[src/rtl/dma_evt_pkg.sv]
// Shared encodings for the DMA event interrupt controller.
// Assumes five event kinds in fixed summary-bit order.
package dma_evt_pkg;

    localparam int EV_TYPES   = 5;
    localparam int EV_XFER    = 0;
    localparam int EV_BLOCK   = 1;
    localparam int EV_SRC_TXN = 2;
    localparam int EV_DST_TXN = 3;
    localparam int EV_ERROR   = 4;

    typedef enum logic [1:0] {
        ACC_RAW    = 2'd0,
        ACC_STATUS = 2'd1,
        ACC_MASK   = 2'd2,
        ACC_CLEAR  = 2'd3
    } acc_kind_e;

endpackage

[src/rtl/dma_evt_bank.sv]
// One event bank: per-channel latched bits and mask bits, plus the pending view.
// Assumes the discard vector is already selected for this kind.
// A set in the same cycle as a clear takes priority.
module dma_evt_bank #(
    parameter int NUM_CH = 8
) (
    input  logic              clk,
    input  logic              rst_n,
    input  logic [NUM_CH-1:0] hit_i,
    input  logic [NUM_CH-1:0] drop_i,
    input  logic              clr_we_i,
    input  logic              mask_we_i,
    input  logic [NUM_CH-1:0] wbits_i,
    input  logic [NUM_CH-1:0] wen_i,
    output logic [NUM_CH-1:0] raw_o,
    output logic [NUM_CH-1:0] mask_o,
    output logic [NUM_CH-1:0] status_o
);

    logic [NUM_CH-1:0] raw_q;
    logic [NUM_CH-1:0] mask_q;
    logic [NUM_CH-1:0] take;
    logic [NUM_CH-1:0] wipe;

    // Accepted pulses and requested clears for this cycle
    always_comb begin
        take = hit_i & ~drop_i;
        wipe = clr_we_i ? wbits_i : '0;
    end

    // Latched bits: clear first, then set so the set wins
    always_ff @(posedge clk) begin
        if (!rst_n) begin
            raw_q <= '0;
        end else begin
            raw_q <= (raw_q & ~wipe) | take;
        end
    end

    // Mask bits: only channels whose enable bit is written change
    always_ff @(posedge clk) begin
        if (!rst_n) begin
            mask_q <= '0;
        end else if (mask_we_i) begin
            mask_q <= (mask_q & ~wen_i) | (wbits_i & wen_i);
        end
    end

    // Outputs of the bank
    always_comb begin
        raw_o    = raw_q;
        mask_o   = mask_q;
        status_o = raw_q & mask_q;
    end

endmodule

[src/rtl/dma_evt_regport.sv]
// Register port decode: routes writes to one bank and muxes the selected read view.
// Assumes reg_type values at or above NUM_TYPES are unused and inert.
module dma_evt_regport
    import dma_evt_pkg::*;
#(
    parameter int NUM_CH    = 8,
    parameter int NUM_TYPES = 5,
    parameter int TYPE_W    = 3
) (
    input  logic                        reg_wr,
    input  logic [1:0]                  reg_kind,
    input  logic [TYPE_W-1:0]           reg_type,
    input  logic [2*NUM_CH-1:0]         reg_wdata,
    input  logic [NUM_TYPES*NUM_CH-1:0] raw_all,
    input  logic [NUM_TYPES*NUM_CH-1:0] mask_all,
    input  logic [NUM_TYPES*NUM_CH-1:0] status_all,
    output logic [NUM_TYPES-1:0]        clr_we,
    output logic [NUM_TYPES-1:0]        mask_we,
    output logic [NUM_CH-1:0]           wbits,
    output logic [NUM_CH-1:0]           wen,
    output logic [NUM_CH-1:0]           reg_rdata
);

    acc_kind_e kind;

    // Split write data into value and enable halves
    always_comb begin
        kind  = acc_kind_e'(reg_kind);
        wbits = reg_wdata[NUM_CH-1:0];
        wen   = reg_wdata[2*NUM_CH-1:NUM_CH];
    end

    // Per-kind write strobes; an unmatched type produces none
    always_comb begin
        clr_we  = '0;
        mask_we = '0;
        for (int k = 0; k < NUM_TYPES; k++) begin
            if (reg_wr && reg_type == TYPE_W'(k)) begin
                clr_we[k]  = (kind == ACC_CLEAR);
                mask_we[k] = (kind == ACC_MASK);
            end
        end
    end

    // Read mux over bank and view; the clear view and unknown types read 0
    always_comb begin
        reg_rdata = '0;
        for (int k = 0; k < NUM_TYPES; k++) begin
            if (reg_type == TYPE_W'(k)) begin
                case (kind)
                    ACC_RAW:    reg_rdata = raw_all[k*NUM_CH +: NUM_CH];
                    ACC_STATUS: reg_rdata = status_all[k*NUM_CH +: NUM_CH];
                    ACC_MASK:   reg_rdata = mask_all[k*NUM_CH +: NUM_CH];
                    default:    reg_rdata = '0;
                endcase
            end
        end
    end

endmodule

[src/rtl/dma_evt_summary.sv]
// Reduces each bank's pending bits to a summary bit and those to the interrupt.
// Assumes status_all is grouped by kind, NUM_CH bits each.
module dma_evt_summary #(
    parameter int NUM_CH    = 8,
    parameter int NUM_TYPES = 5
) (
    input  logic [NUM_TYPES*NUM_CH-1:0] status_all,
    output logic [NUM_TYPES-1:0]        summary,
    output logic                        irq
);

    // One OR tree per kind
    for (genvar k = 0; k < NUM_TYPES; k++) begin : g_red
        assign summary[k] = |status_all[k*NUM_CH +: NUM_CH];
    end

    // Interrupt when any kind has something pending
    assign irq = |summary;

endmodule

[src/rtl/dma_evt_irq_ctrl.sv]
// Top of the DMA event interrupt controller: one bank per event kind, register port
// and summary reduction. Assumes event pulses are one cycle wide and synchronous to clk.
module dma_evt_irq_ctrl
    import dma_evt_pkg::*;
#(
    parameter int NUM_CH    = 8,
    parameter int NUM_TYPES = EV_TYPES,
    parameter int TYPE_W    = $clog2(NUM_TYPES + 1)
) (
    input  logic                        clk,
    input  logic                        rst_n,
    input  logic [NUM_TYPES*NUM_CH-1:0] evt_pulse,
    input  logic [NUM_CH-1:0]           src_is_mem,
    input  logic [NUM_CH-1:0]           dst_is_mem,
    input  logic                        reg_wr,
    input  logic [1:0]                  reg_kind,
    input  logic [TYPE_W-1:0]           reg_type,
    input  logic [2*NUM_CH-1:0]         reg_wdata,
    output logic [NUM_CH-1:0]           reg_rdata,
    output logic [NUM_TYPES-1:0]        evt_summary,
    output logic                        irq
);

    localparam int FLAT_W = NUM_TYPES * NUM_CH;

    logic [FLAT_W-1:0]    raw_all;
    logic [FLAT_W-1:0]    mask_all;
    logic [FLAT_W-1:0]    status_all;
    logic [NUM_TYPES-1:0] clr_we;
    logic [NUM_TYPES-1:0] mask_we;
    logic [NUM_CH-1:0]    wbits;
    logic [NUM_CH-1:0]    wen;

    dma_evt_regport #(
        .NUM_CH    (NUM_CH),
        .NUM_TYPES (NUM_TYPES),
        .TYPE_W    (TYPE_W)
    ) u_port (
        .reg_wr     (reg_wr),
        .reg_kind   (reg_kind),
        .reg_type   (reg_type),
        .reg_wdata  (reg_wdata),
        .raw_all    (raw_all),
        .mask_all   (mask_all),
        .status_all (status_all),
        .clr_we     (clr_we),
        .mask_we    (mask_we),
        .wbits      (wbits),
        .wen        (wen),
        .reg_rdata  (reg_rdata)
    );

    // One bank per kind; the discard vector depends on the kind
    for (genvar k = 0; k < NUM_TYPES; k++) begin : g_bank
        logic [NUM_CH-1:0] drop;
        if (k == EV_SRC_TXN) begin : g_src
            assign drop = src_is_mem;
        end else if (k == EV_DST_TXN) begin : g_dst
            assign drop = dst_is_mem;
        end else begin : g_none
            assign drop = '0;
        end

        dma_evt_bank #(.NUM_CH(NUM_CH)) u_bank (
            .clk       (clk),
            .rst_n     (rst_n),
            .hit_i     (evt_pulse[k*NUM_CH +: NUM_CH]),
            .drop_i    (drop),
            .clr_we_i  (clr_we[k]),
            .mask_we_i (mask_we[k]),
            .wbits_i   (wbits),
            .wen_i     (wen),
            .raw_o     (raw_all[k*NUM_CH +: NUM_CH]),
            .mask_o    (mask_all[k*NUM_CH +: NUM_CH]),
            .status_o  (status_all[k*NUM_CH +: NUM_CH])
        );
    end

    dma_evt_summary #(
        .NUM_CH    (NUM_CH),
        .NUM_TYPES (NUM_TYPES)
    ) u_sum (
        .status_all (status_all),
        .summary    (evt_summary),
        .irq        (irq)
    );

endmodule

[config.mk]
export PLATFORM = sky130hd
export DESIGN_NAME = dma_evt_irq_ctrl
export DESIGN_NICKNAME = d
export VERILOG_FILES = /design/src/rtl/dma_evt_pkg.sv /design/src/rtl/dma_evt_bank.sv /design/src/rtl/dma_evt_regport.sv /design/src/rtl/dma_evt_summary.sv /design/src/rtl/dma_evt_irq_ctrl.sv
export SDC_FILE = /design/constraint.sdc
export NUM_CORES = 1
export LEC_CHECK = 0
export BUFFER_PORTS_ARGS = -buffer_cell sky130_fd_sc_hd__buf_2
export CAP_MARGIN = 40
export CORE_AREA = 2 2 110 112
export CTS_BUF_LIST = sky130_fd_sc_hd__clkbuf_4
export DETAILED_ROUTE_END_ITERATION = 12
export DIE_AREA = 0 0 112 114
export HOLD_SLACK_MARGIN = 0.03
export PLACE_DENSITY = 0.79
export SLEW_MARGIN = 25
export SYNTH_ARGS = -nofsm -noshare
export SYNTH_HDL_FRONTEND = slang
export SYNTH_HIERARCHICAL = 1
export SYNTH_SLANG_ARGS = --single-unit
[constraint.sdc]
create_clock -name clk -period 1.52 [get_ports clk]
set_input_delay 0.076 -clock clk [delete_from_list [all_inputs] [get_ports clk]]
set_output_delay 0.076 -clock clk [all_outputs]
set_load 0.02 [all_outputs]
# Word level (Yosys, flattened, before mapping)
# Index checks and enable logic that the tools add are counted.
# Widths: inputs -> output; s select.
dict set report word_totals {
  register_bits 80
  elab_cells 91
  input_bits 80
  out_inout_bits 14
}
dict set report op_classes {
  muxes 25
  bitwise_logic 36
  eq_ne 7
  reduce_logical 13
}
# operator count
set op_table {}
lappend op_table {{$and 8x8->8} 18}
lappend op_table {{$pmux 8 s3} 5}
lappend op_table {{$mux 8} 10}
lappend op_table {{$or 8x8->8} 10}
lappend op_table {{$not 8->8} 8}
lappend op_table {{$reduce_or 40->1} 1}
lappend op_table {{$reduce_or 8->1} 5}
lappend op_table {{$mux 1} 10}
lappend op_table {{$eq 3x2->1 const B} 2}
lappend op_table {{$logic_and 1x1->1} 5}
lappend op_table {{$eq 2x2->1 const B} 2}
lappend op_table {{$eq 3x1->1 const B} 1}
lappend op_table {{$eq 3x3->1 const B} 1}
lappend op_table {{$logic_not 3->1} 1}
lappend op_table {{$eq 2x1->1 const B} 1}
lappend op_table {{$logic_not 2->1} 1}

# Longest topological paths before layout
dict set report logic_depth {
  depth_word 7
  depth_mapped 9
  ltp_nobuf 6
}

# Modules after synthesis
# Netlist, hierarchy kept.
# mod cells_each instances area_per_inst_um2 seq_area_each_um2
set by_module_without_submodules {}
lappend by_module_without_submodules {dma_evt_bank 85 5 762.0 320.3}
lappend by_module_without_submodules {dma_evt_regport 219 1 1458.9 0.0}
lappend by_module_without_submodules {dma_evt_summary 17 1 95.1 0.0}
lappend by_module_without_submodules {dma_evt_irq_ctrl 1 1 3.8 0.0}

# Least setup slack after synthesis
# Ideal clock, no wire load.
dict set report synth_path {
  path_type {register to output}
  startpoint {reg (tool-made name)}
  endpoint {out reg_rdata[3]}
  path_stages_with_launch 7
  required_ps 1444
  path_buffers 0
  arrival_time_ps 1855
  slack_ps -411
  cell_sequence {dfxtp_1 and2_1 mux2i_1 a221oi_1 a31oi_1 or3_1 a222oi_1}
}
# item line
set synth_lines {}
lappend synth_lines {{end, declared} dma_evt_irq_ctrl.sv:19} ;# output logic [NUM_CH-1:0] reg_rdata,

# Worst setup path after layout
dict set report layout_path {
  startpoint {reg g_bank[0].u_bank.raw_q[7]}
  endpoint {out reg_rdata[7]}
}
dict set report layout_via {
  elab_chain_len 7
}
# item line
set layout_rtl {}
lappend layout_rtl {{start, declared} dma_evt_bank.sv:20} ;# logic [NUM_CH-1:0] raw_q;
lappend layout_rtl {{start signal, assigned} dma_evt_bank.sv:36} ;# raw_q <= (raw_q & ~wipe) | take;
lappend layout_rtl {{$and 8x8->8} dma_evt_bank.sv:53} ;# status_o = raw_q & mask_q;
lappend layout_rtl {{net status_all[7]} dma_evt_irq_ctrl.sv:28} ;# logic [FLAT_W-1:0] status_all;
lappend layout_rtl {{$pmux 8 s3} dma_evt_regport.sv:50} ;# case (kind)
lappend layout_rtl {{$mux 8 (5 in a row)} dma_evt_regport.sv:49} ;# if (reg_type == TYPE_W'(k)) begin
# The timed path passes the listed nets, and every way through them passes these cells.

==> results.rst <==
.. list-table::
   :header-rows: 1

   * - Metric
     - Value
   * - Result of the run
     - complete, but fails checks
   * - Violated checks
     - setup timing
   * - Part of the Yosys area used for sequential elements
     - 29.84%
   * - Syn avg cell area
     - 8.108 um^2
   * - Number of violations of the max-capacitance limit
     - 0
   * - Clock sink total
     - 80
   * - Cell types with the largest area share after synthesis
     - dfxtp_1 30%, mux2i_1 12%, nand2_1 12%, a31o_1 6.5%, and3b_1 6.5%
   * - Fraction of layout cells with a size suffix above 1
     - 36.82%
   * - Final global-route overflow total
     - 0
   * - Placed wire-length estimate
     - 12510 um
   * - Clock Latency Late Sink
     - 450 ps
   * - Layout Utilization
     - 67.23%
   * - CP max FO
     - 3
   * - Number of search-and-repair iterations in the first detailed-routing pass
     - 9
   * - Global-route usage over all layers
     - 28.04%
   * - Critical Path End Type
     - primary output
   * - Hold crit path type
     - input port to flop
   * - Maximum frequency from static timing analysis
     - 418.0 MHz
   * - Post-synth top cells
     - 166 x nand2_1, 80 x dfxtp_1, 64 x mux2i_1
   * - Boundary Pins
     - 94
   * - TritonCTS clock tree
     - done
   * - Async set-reset flop share out of synthesis
     - 0%
   * - Initial antenna violation count
     - 0
   * - DRC Markers
     - 0
   * - Least-Margin Pin Slew
     - 813.6 ps
   * - Number of rows in the core area
     - 40
   * - Post-synthesis instance area
     - 0.005368 mm^2
   * - Routability congestion estimate from global placement
     - 0.9223
   * - Worst-case clock skew
     - 0 ps
   * - Clock Pin Slew Worst Setup and Hold Paths
     - 120 ps
   * - Area growth, synth to finish
     - 46.69%
   * - Data arrival time of the worst path
     - 2320 ps
   * - Number of nets in the layout
     - 1012
   * - Number of global-route vias before repair
     - 5568
   * - Share of the clock period used by the worst path after layout
     - 157.4%
   * - Yosys warns
     - 6
   * - Via Count
     - 5887
   * - Type of the worst setup path
     - flop to primary output
   * - Sw Share
     - 29.87%
   * - Cell accounting for the most synthesized area
     - dfxtp_1
   * - Number of failing hold endpoints at the final stage
     - 0
   * - Family with the most delay on the worst path
     - compound AO/OA/AOI/OAI gates
   * - Die outline width
     - 112 um
   * - Floorplan die height
     - 114 um
   * - Count of antenna-violating nets left after detailed routing
     - 0
   * - Detailed route wirelength on metal3
     - 1573 um
   * - CTS H-tree depth
     - 3
   * - Slowest Stage Delay on Critical Path
     - 370 ps
   * - Root buffer cell
     - clkbuf_4
   * - Cells along the critical path
     - and2_4, mux2i_1, a221oi_1, a31oi_1, or3_1, a222oi_1, buf_2
   * - Routed length per placed instance
     - 17.00 um
   * - Number of port buffers
     - 93
   * - Startpoint type of the worst setup path
     - flop
   * - Smallest setup slack after layout
     - -872.5 ps
   * - Most common flop cell mapped by yosys
     - dfxtp_1
   * - Setup repair after global routing missed its margin
     - true
   * - Reported leakage power
     - 3.861 nW
   * - Power per standard cell area
     - 593.9 mW/mm^2
   * - Comb pwr share
     - 24.0%
   * - Crit-path slowest cell
     - dfxtp_2
   * - Metal-1 WL
     - 7568 um
   * - Antenna diode instance count
     - 0
   * - Endpoints failing setup
     - 14
   * - Met2 wire len
     - 8732 um
   * - Wire length of the first global-routing pass
     - 28030 um
   * - Final Max Tran Viols
     - 0
   * - #FFs+latches synth
     - 80
   * - WHS
     - 69.33 ps
   * - Top routing layer in use
     - met4
   * - Number of buffer and inverter stages on the critical path
     - 1
   * - Power dissipated by switching net loads
     - 1.397 mW
   * - Int Pwr
     - 3.280 mW
   * - Data required time of the critical path
     - 1440 ps
   * - Core area
     - 0.01171 mm^2
   * - DRT Wirelength
     - 18430 um
   * - Syn Inst Count
     - 662
   * - Die footprint
     - 0.01277 mm^2
   * - Leading cell type by number of instances after synthesis
     - nand2_1
   * - Number of enable flip-flop cells after synthesis
     - 0
   * - Worst slew margin relative to its limit
     - 45.56%
   * - Yosys top cell area share
     - 29.84%
   * - Largest net degree at the start of global routing
     - 41
   * - IR Drop Worst-Case VDD
     - 494.5 uV
   * - Initial Utilization
     - 45.83%
   * - Setup TNS after final layout
     - -8824 ps
   * - Shortest clock period the worst path allows after layout
     - 2393 ps
   * - Distinct cell type count of the synthesized netlist
     - 38
   * - Detail-routed via count per cell
     - 5.431
   * - Bufs on Longest Clock Path
     - 2
   * - Sequential share of power
     - 48.3%
   * - Fraction of power consumed by the clock network
     - 27.7%
   * - Total CTS buffers
     - 9
   * - Number of DRC violations after detailed-routing iteration 0
     - 575
==> metrics by stage <==
stage	instance area [um^2]	std cells	worst slack, ps	power, mW
after global placement	6666	989	-473.0	3.201
after CTS	7680	1081	-909.2	4.643
after floorplan	5512	685	-319.5	2.844
after detailed placement	6666	989	-509.3	3.215
after global routing	7874	1084	-984.0	4.901
final	7874	1084	-872.5	4.677
==> final cells by class <==
class	instances	area [um^2]
Tap cell	147	183.9
Fill cell	920	3837
Multi-Input combinational cell	532	3546
Clock inverter	7	71.32
Inverter	9	33.78
Clock buffer	9	67.56
Timing Repair Buffer	300	2318
Sequential cell	80	1653
==> power groups by stage <==
stage                     Clock, mW  Sequential [mW]  Combinational [mW]
after floorplan                   0             2.28               0.562
after global placement            0             2.29               0.914
after detailed placement          0             2.29               0.923
after CTS                      1.32             2.25                1.08
after global routing           1.44             2.27                1.19
final                          1.30             2.26                1.12
==> worst paths after layout <==
kind	endpoint	slack, ps	from	cells past startpoint
min reg2reg	flop	490	flop	2
max	reg_rdata[7]	-870	g_bank[0].u_bank/raw_o[7]	7
max reg2reg	g_bank[2].u_bank/raw_o[6]	660	g_bank[2].u_bank/raw_o[6]	3
min	flop	70	rst_n	3
==> kinds of logic (layout without fill, tap and decap cells) <==
logic type / after synthesis / after routing / synth area share [%]
AOI/OAI and AO/OA: 120 / 120 / 16.60
buffers and inverters: 73 / 325 / 10.00
DFF: 80 / 80 / 29.84
muxes: 64 / 64 / 11.93
other: 1 / 24 / 0.06986
and+or+nand+nor: 324 / 324 / 31.56
==> worst min-delay path: cells and delay by family <==
| family | cells | cell delay (ps) |
|---|---|---|
| buffers and inverters | 1 | 230 |
| multiplexers | 1 | 60 |
| AND/OR/NAND/NOR | 1 | 110 |
==> placed cells by master, fill, tap and decap left out, drive strengths merged, types with 10 or more instances in the layout <==
cell and instances:
buf 227, nand2 176, dfxtp 80, dlygate4sd3 72, mux2i 64, and2 49, and3b 40, a31o 40
conb 24, o21ai 24, nor2 18, nor4 12, clkbuf 10, inv 10, nand2b 10
==> layer usage <==
layer  vias up  GRT usage, %
li1       2825             -
met1      2746         35.36
met2       275         48.32
met3        41         5.632
met4         0         9.187
met5         -             0
==> what timing repair did <==
action,4_1_cts,5_1_grt
resized for setup,42,45
hold buffers,72,0
setup endpoints to repair,14,32
endpoints found under the hold margin,80,0
setup buffers,6,4
pin swaps,17,11
No activity file was read; power rests on OpenSTA's default activity.
